### src/rtl/fetch_issuer_pkg.sv
package fetch_issuer_pkg;
  // largest buffer occupancy at which a slot may still fetch
  localparam int OCC_LIMIT = 4;
  // log2 of the instruction word size in bytes (8-byte words)
  localparam int INST_LG   = 3;
endpackage

### src/rtl/fetch_elig.sv
module fetch_elig
  import fetch_issuer_pkg::*;
#(
  parameter int NUM_SLOTS = 8,
  parameter int OCC_W     = 4,
  localparam int SLOT_W   = $clog2(NUM_SLOTS)
) (
  input  logic [NUM_SLOTS-1:0] running,
  input  logic [OCC_W-1:0]     occ [NUM_SLOTS],
  input  logic [NUM_SLOTS-1:0] has_branch,
  input  logic [NUM_SLOTS-1:0] queued,
  input  logic [NUM_SLOTS-1:0] pending,
  output logic [NUM_SLOTS-1:0] push_mask,
  output logic [SLOT_W-1:0]    push_rank [NUM_SLOTS],
  output logic [SLOT_W:0]      push_cnt
);

  for (genvar g = 0; g < NUM_SLOTS; g++) begin : g_rule
    assign push_mask[g] = running[g] && (occ[g] <= OCC_W'(OCC_LIMIT)) &&
                          !has_branch[g] && !pending[g] && !queued[g];
  end

  // position of each new entry among this cycle's pushes, low slot first
  always_comb begin
    int cnt;
    cnt = 0;
    for (int i = 0; i < NUM_SLOTS; i++) begin
      push_rank[i] = SLOT_W'(cnt);
      if (push_mask[i]) cnt = cnt + 1;
    end
    push_cnt = (SLOT_W+1)'(cnt);
  end

endmodule

### src/rtl/fetch_queue.sv
module fetch_queue #(
  parameter int NUM_SLOTS = 8,
  localparam int SLOT_W   = $clog2(NUM_SLOTS)
) (
  input  logic                 clk,
  input  logic                 rst_n,
  input  logic [NUM_SLOTS-1:0] push_mask,
  input  logic [SLOT_W-1:0]    push_rank [NUM_SLOTS],
  input  logic [SLOT_W:0]      push_cnt,
  input  logic                 pop,
  output logic                 not_empty,
  output logic [SLOT_W-1:0]    head_id
);

  localparam logic [SLOT_W:0] DEPTH = (SLOT_W+1)'(NUM_SLOTS);

  logic [SLOT_W-1:0] ids [NUM_SLOTS];
  logic [SLOT_W-1:0] head_q, tail_q;
  logic [SLOT_W:0]   count_q;
  logic [SLOT_W-1:0] wpos [NUM_SLOTS];
  logic [SLOT_W:0]   psum [NUM_SLOTS];
  logic [SLOT_W:0]   tail_sum, head_sum;

  assign not_empty = (count_q != '0);
  assign head_id   = ids[head_q];

  always_comb begin
    for (int i = 0; i < NUM_SLOTS; i++) begin
      psum[i] = {1'b0, tail_q} + {1'b0, push_rank[i]};
      if (psum[i] >= DEPTH) psum[i] = psum[i] - DEPTH;
      wpos[i] = psum[i][SLOT_W-1:0];
    end
    tail_sum = {1'b0, tail_q} + push_cnt;
    if (tail_sum >= DEPTH) tail_sum = tail_sum - DEPTH;
    head_sum = {1'b0, head_q} + (SLOT_W+1)'(pop);
    if (head_sum >= DEPTH) head_sum = head_sum - DEPTH;
  end

  always_ff @(posedge clk) begin
    if (!rst_n) begin
      head_q  <= '0;
      tail_q  <= '0;
      count_q <= '0;
      for (int i = 0; i < NUM_SLOTS; i++) ids[i] <= '0;
    end else begin
      for (int i = 0; i < NUM_SLOTS; i++)
        if (push_mask[i]) ids[wpos[i]] <= SLOT_W'(i);
      head_q  <= head_sum[SLOT_W-1:0];
      tail_q  <= tail_sum[SLOT_W-1:0];
      count_q <= count_q + push_cnt - (SLOT_W+1)'(pop);
    end
  end

endmodule

### src/rtl/fetch_addr.sv
module fetch_addr
  import fetch_issuer_pkg::*;
#(
  parameter int ADDR_W     = 32,
  parameter int OCC_W      = 4,
  parameter int LINE_BYTES = 64,
  localparam int LINE_LG   = $clog2(LINE_BYTES),
  localparam int LEN_W     = LINE_LG + 1
) (
  input  logic [ADDR_W-1:0] pc,
  input  logic [OCC_W-1:0]  occ,
  input  logic [ADDR_W-1:0] base,
  output logic [ADDR_W-1:0] addr,
  output logic [LEN_W-1:0]  len
);

  logic [ADDR_W-1:0]  word_idx;
  logic [LINE_LG-1:0] line_off;

  assign word_idx = pc + ADDR_W'(occ);
  assign addr     = base + (word_idx << INST_LG);
  assign line_off = addr[LINE_LG-1:0];
  // bytes left in the line; a full line when the offset is zero
  assign len      = LEN_W'(LINE_BYTES) - {1'b0, line_off};

endmodule

### src/rtl/fetch_issuer.sv
module fetch_issuer
  import fetch_issuer_pkg::*;
#(
  parameter int NUM_SLOTS  = 8,
  parameter int ADDR_W     = 32,
  parameter int OCC_W      = 4,
  parameter int LINE_BYTES = 64,
  localparam int SLOT_W    = $clog2(NUM_SLOTS),
  localparam int LINE_LG   = $clog2(LINE_BYTES),
  localparam int LEN_W     = LINE_LG + 1
) (
  input  logic                          clk,
  input  logic                          rst_n,
  input  logic [NUM_SLOTS-1:0]          slot_running,
  input  logic [NUM_SLOTS*OCC_W-1:0]    slot_occ,
  input  logic [NUM_SLOTS-1:0]          slot_has_branch,
  input  logic [NUM_SLOTS*ADDR_W-1:0]   slot_pc,
  input  logic [NUM_SLOTS*ADDR_W-1:0]   slot_base,
  input  logic                          fill_valid,
  input  logic [SLOT_W-1:0]             fill_slot,
  output logic                          req_valid,
  input  logic                          req_ready,
  output logic [ADDR_W-1:0]             req_addr,
  output logic [LEN_W-1:0]              req_len,
  output logic [SLOT_W-1:0]             req_slot
);

  logic [ADDR_W-1:0] pc_a   [NUM_SLOTS];
  logic [ADDR_W-1:0] base_a [NUM_SLOTS];
  logic [OCC_W-1:0]  occ_a  [NUM_SLOTS];

  for (genvar g = 0; g < NUM_SLOTS; g++) begin : g_unpack
    assign pc_a[g]   = slot_pc[g*ADDR_W +: ADDR_W];
    assign base_a[g] = slot_base[g*ADDR_W +: ADDR_W];
    assign occ_a[g]  = slot_occ[g*OCC_W +: OCC_W];
  end

  logic [NUM_SLOTS-1:0] queued_q, pending_q;
  logic [NUM_SLOTS-1:0] push_mask;
  logic [SLOT_W-1:0]    push_rank [NUM_SLOTS];
  logic [SLOT_W:0]      push_cnt;
  logic                 q_not_empty, launch;
  logic [SLOT_W-1:0]    head_id;
  logic [ADDR_W-1:0]    calc_addr;
  logic [LEN_W-1:0]     calc_len;
  logic [NUM_SLOTS-1:0] head_oh, fill_oh;

  fetch_elig #(.NUM_SLOTS(NUM_SLOTS), .OCC_W(OCC_W)) u_elig (
    .running    (slot_running),
    .occ        (occ_a),
    .has_branch (slot_has_branch),
    .queued     (queued_q),
    .pending    (pending_q),
    .push_mask  (push_mask),
    .push_rank  (push_rank),
    .push_cnt   (push_cnt)
  );

  // a new request may go out when the port is free or is emptying now
  assign launch = q_not_empty && (!req_valid || req_ready);

  fetch_queue #(.NUM_SLOTS(NUM_SLOTS)) u_queue (
    .clk       (clk),
    .rst_n     (rst_n),
    .push_mask (push_mask),
    .push_rank (push_rank),
    .push_cnt  (push_cnt),
    .pop       (launch),
    .not_empty (q_not_empty),
    .head_id   (head_id)
  );

  fetch_addr #(
    .ADDR_W(ADDR_W), .OCC_W(OCC_W), .LINE_BYTES(LINE_BYTES)
  ) u_addr (
    .pc   (pc_a[head_id]),
    .occ  (occ_a[head_id]),
    .base (base_a[head_id]),
    .addr (calc_addr),
    .len  (calc_len)
  );

  assign head_oh = launch     ? (NUM_SLOTS'(1) << head_id)   : '0;
  assign fill_oh = fill_valid ? (NUM_SLOTS'(1) << fill_slot) : '0;

  always_ff @(posedge clk) begin
    if (!rst_n) begin
      queued_q  <= '0;
      pending_q <= '0;
      req_valid <= 1'b0;
      req_addr  <= '0;
      req_len   <= '0;
      req_slot  <= '0;
    end else begin
      queued_q  <= (queued_q | push_mask) & ~head_oh;
      pending_q <= (pending_q & ~fill_oh) | head_oh;
      if (launch) begin
        req_valid <= 1'b1;
        req_addr  <= calc_addr;
        req_len   <= calc_len;
        req_slot  <= head_id;
      end else if (req_ready) begin
        req_valid <= 1'b0;
      end
    end
  end

endmodule

### config.mk
export PLATFORM = sky130hd
export DESIGN_NAME = fetch_issuer
export DESIGN_NICKNAME = d
export VERILOG_FILES = /design/src/rtl/fetch_issuer_pkg.sv /design/src/rtl/fetch_elig.sv /design/src/rtl/fetch_queue.sv /design/src/rtl/fetch_addr.sv /design/src/rtl/fetch_issuer.sv
export SDC_FILE = /design/constraint.sdc
export NUM_CORES = 1
export LEC_CHECK = 0
export BUFFER_PORTS_ARGS = -buffer_cell sky130_fd_sc_hd__buf_2
export CAP_MARGIN = 20
export CORE_AREA = 3 3 238 240
export DETAILED_ROUTE_END_ITERATION = 12
export DIE_AREA = 0 0 241 243
export MAX_ROUTING_LAYER = met4
export PLACE_DENSITY_LB_ADDON = 0.2
export SKIP_LAST_GASP = 1
export SYNTH_ARGS = -nofsm -noshare
export SYNTH_HDL_FRONTEND = slang
export SYNTH_SLANG_ARGS = --single-unit
export TNS_END_PERCENT = 1
### constraint.sdc
create_clock -name clk -period 12.5 [get_ports clk]
set_clock_uncertainty 0.05 [all_clocks]
set_input_delay 0 -clock clk [delete_from_list [all_inputs] [get_ports clk]]
set_output_delay 0 -clock clk [all_outputs]
set_load 0.05 [all_outputs]
==> results.md <==
- The routed via count divided by cell count is 5.08.
- The via count of the first global-routing pass came to approximately 15,000.
- The number of violations reported at the end of detailed-routing iteration 0 is between 600 and 700.
- The floorplan step defined a die boundary enclosing between 50,000 and 60,000 um2.
- The detailed-route wire length per cell is about 24 um.
- Synthesis produced a netlist with a net count of between 2,000 and 2,500.
- The power per cell area is a little under 300 nW/um2.
- The maximum resistive drop on vdd is 127 uV.
- The total count of max-transition violations in the final report is 0.
- Setup violations remaining at the end of the flow were counted as 0.
- The worst setup path is launched from a register.
- The count of endpoints failing hold in the final timing report was 0.
- CTS saw just over 90 sinks.
- The floorplan step defined a core boundary enclosing 54,900 um2.
- In this run the clock root is driven by a clkbuf_16.
- The endpoint required time on the critical path is 12,740 ps.
- The number of rows created at floorplan is 86.
- In this run the cell area of the synthesized design comes to ~12,000 um2.
- STA classifies the critical path endpoint as a register.
- Measured against its own limit, the worst slew margin works out to between 20% and 30%.
- For this run, the post-layout net count is 2,847.
- The number of primary I/O pins is 610.
- For this run, the number of Yosys warnings is 0.
- The post-layout minimum cycle time is around 8900 ps.
- The H-tree level count is 3.
- The sequential fraction of design power is about a tenth.
- The worst path uses 71.0% of the clock period.
- The share of flip-flops with an asynchronous set or reset is 0%.
- The flow ran to the end, and the final reports show no timing, DRC or antenna violations.
- Entering global routing, the biggest net connects 67 pins.
- TritonCTS built the clock tree.
- The per-instance average area after synthesis is 7.11 um2.
- In this run, the combinational gates consume between 80% and 90% of the power.
- The floorplan die height is 243 um.
- The clock network accounts for 6.2% of the total power.
- The total iterations of the first detailed-routing run is 5.
- The unique cell type count in the Yosys netlist is 80.
- The initial antenna violation count is 32.
- Port buffering added between 500 and 600 buffers.
- After synthesis, flip-flops and latches occupy 15.2% of the total area.
- For this run, the leading register cell type out of synthesis is dfxtp_1.
- The synthesized design contains 0 enable-type register cells.
- In this run the remaining antenna-violating nets after routing total 0.
- The path class of the tightest hold or removal check is primary input to register.
- The cell leakage power is ~7.5 nW.
- Setup repair after global routing left no endpoint under its margin.
- The highest fanout seen on the critical path is 66.
- The proportion of layout cells with a drive suffix above 1 is between 30% and 40%.
- The internal portion of the total power is 2.00 mW.
- The wire length of the first global-routing pass is around 98 mm.
- Counting flops and latches in the post-synthesis netlist gives between 90 and 100.
- The number of clock buffers added by TritonCTS is 9.
- The post-detailed-route DRC marker count is 0.
- The vias after detailed routing is approximately 15,000.
- The total of cells resized after clock tree synthesis is 0.
- The remaining global-route overflow is 0.
- The HPWL after detailed placement is ~59 mm.
- In this run the deepest clock path goes through 2 buffers.
- After filler insertion, the fill cell instance count of the layout stands at 6,137.
- The design draws 4.71 mW.
- For the pin with the worst max-slew slack, the measured transition is roughly 1200 ps.
- The maximum cell stage delay along the critical path is 1010 ps.
- The routed design has 70.4 mm of wire.
- The critical path class is register to register.
- For this design the total switching power over the nets is ~2.7 mW.
- The switching power share of the total is a little under three fifths.
- The cell count after synthesis is around 1,700.
- For this run, the top clock speed supported by timing is ~0.11 GHz.
- The clock latency reported for the late side of the worst-skew pair is 360 ps.
- The initial utilization of the core area, before any placement, comes to 22.1%.
- The synthesis-to-layout area growth is 31.4%.
- Routability-driven placement finished with a final weighted congestion of between 0.9 and 1.
- Clock-pin slew was measured on the worst setup and hold paths at around 80 ps.
- The horizontal extent of the die is 241 um.
- Summed over all failing endpoints, the final setup total negative slack is 0 ps.
- The total routing usage reported by global routing is between 20% and 30%.
- The highest-delay cell along the critical path is dfxtp_1.
- STA puts the critical path data arrival time at around 9000 ps.
- The max capacitance violation total is 0.
per-layer routing:
metal / wire, um / GRT usage (%) / up-vias
met5: 0 / - / -
met4: 3530 / 11.1 / 0
met3: 3350 / 2.90 / 98
met2: 35400 / 40.7 / 503
met1: 28100 / 26.6 / 7202
li1: - / - / 7151
cells by family after synthesis:
| family | synth area share (%) |
|---|---|
| multiplexers | 14.1 |
| AO/OA/AOI/OAI | 19.4 |
| XOR/XNOR | 6.23 |
| flip-flops | 15.2 |
| adder cells (fa/ha/maj) | 7.55 |
| AND/OR/NAND/NOR | 31.3 |
| buffers and inverters | 6.16 |
power by group through the flow:
stage	sequential, mW	clock [mW]	combinational (mW)
final	0.450	0.290	3.97
after global placement	0.455	0	3.94
after detailed placement	0.456	0	3.97
after floorplan	0.576	0	2.68
after CTS	0.450	0.299	3.99
after global routing	0.460	0.308	4.34
synth_stat cells, types with 11 or more instances:
master | instances | area [um2]
a211oi_1 | 13 | 97.6
a21o_1 | 13 | 97.6
a21oi_1 | 78 | 390
a311oi_1 | 36 | 315
a31o_2 | 35 | 307
a31oi_1 | 22 | 138
and2_1 | 11 | 68.8
and3_1 | 52 | 325
buf_1 | 11 | 41.3
clkbuf_1 | 70 | 263
dfxtp_1 | 92 | 1840
ha_1 | 57 | 713
inv_1 | 52 | 195
mux2i_1 | 88 | 881
mux4_2 | 29 | 653
nand2_1 | 457 | 1720
nand2b_1 | 12 | 75.1
nand3_1 | 121 | 606
nor2_1 | 66 | 248
nor2b_1 | 11 | 68.8
nor3_1 | 31 | 155
o211ai_1 | 12 | 90.1
o21ai_0 | 56 | 280
xnor2_1 | 52 | 455
xor2_1 | 27 | 236
layout make-up:
type / instances / area (um2) / area share, %
tap: 704 / 881 / 5.54
clock buffer: 11 / 233 / 1.46
timing repair buffer: 608 / 3110 / 19.6
sequential: 92 / 1840 / 11.6
antenna: 19 / 47.5 / 0.299
clock inverter: 5 / 60.1 / 0.378
multi-input combinational: 1450 / 9530 / 59.9
inverter: 52 / 195 / 1.23
placed cells by master (no fill, tap or decap), types with 22 or more instances in the layout:
cell,Yosys,routed
a21oi_1,78,78
and3_1,52,52
mux2i_1,88,88
nor2_1,66,66
buf_2,8,585
ha_1,57,57
mux4_2,29,24
dfxtp_1,92,92
a311oi_1,36,36
o21ai_0,56,56
xnor2_1,52,52
a31o_2,35,35
xor2_1,27,27
nand3_1,121,121
inv_1,52,52
nand2_1,457,457
a31oi_1,22,22
nor3_1,31,31
critical path: cells and delay by family (launching register included):
kind,cells,cell delay [ps]
muxes,2,1040
and+or+nand+nor,8,1550
xor gates and xnor gates,1,440
adders and majority gates,3,1000
buffers and inverters,3,930
DFF,1,1010
AOI/OAI and AO/OA,11,2710
flip-flops by register name, indices dropped and copies added (netlist names):
signal	flops
req_valid	1
pending_q	8
u_queue.head_q	3
u_queue.ids	24
req_slot	3
u_queue.count_q	4
queued_q	8
req_addr	32
u_queue.tail_q	3
req_len	6
timing repair:
item / CTS / global route
endpoints found under the setup margin: 0 / 0
hold buffers: 4 / 0
endpoints found under the hold margin: 4 / 0
buffers inserted: 0 / 0
final timing paths:
kind,endpoint,start,cells past startpoint,slack [ps]
hold / removal,queued_q[6],slot_occ[27],4,20
setup / recovery,req_addr[26],u_queue.head_q[1],28,3620
setup reg to reg,req_addr[26],u_queue.head_q[1],28,3620
hold reg to reg,req_addr[25],req_addr[25],2,400
metrics by stage:
stage | instance area, um2 | instances | hold slack [ps] | utilization (%) | setup WS [ps]
2_1_floorplan | 12100 | 1702 | 153 | - | 5160
3_3_place_gp | 15500 | 2902 | 286 | 28.3 | 3830
3_5_place_dp | 15500 | 2902 | 297 | 28.3 | 3780
4_1_cts | 15900 | 2922 | 3.89 | 28.9 | 3770
5_1_grt | 15900 | 2940 | 19.6 | 29.0 | 3100
6_report | 15900 | 2941 | 19.5 | 29.0 | 3620
Note: power is estimated with default switching activity, not from simulation.
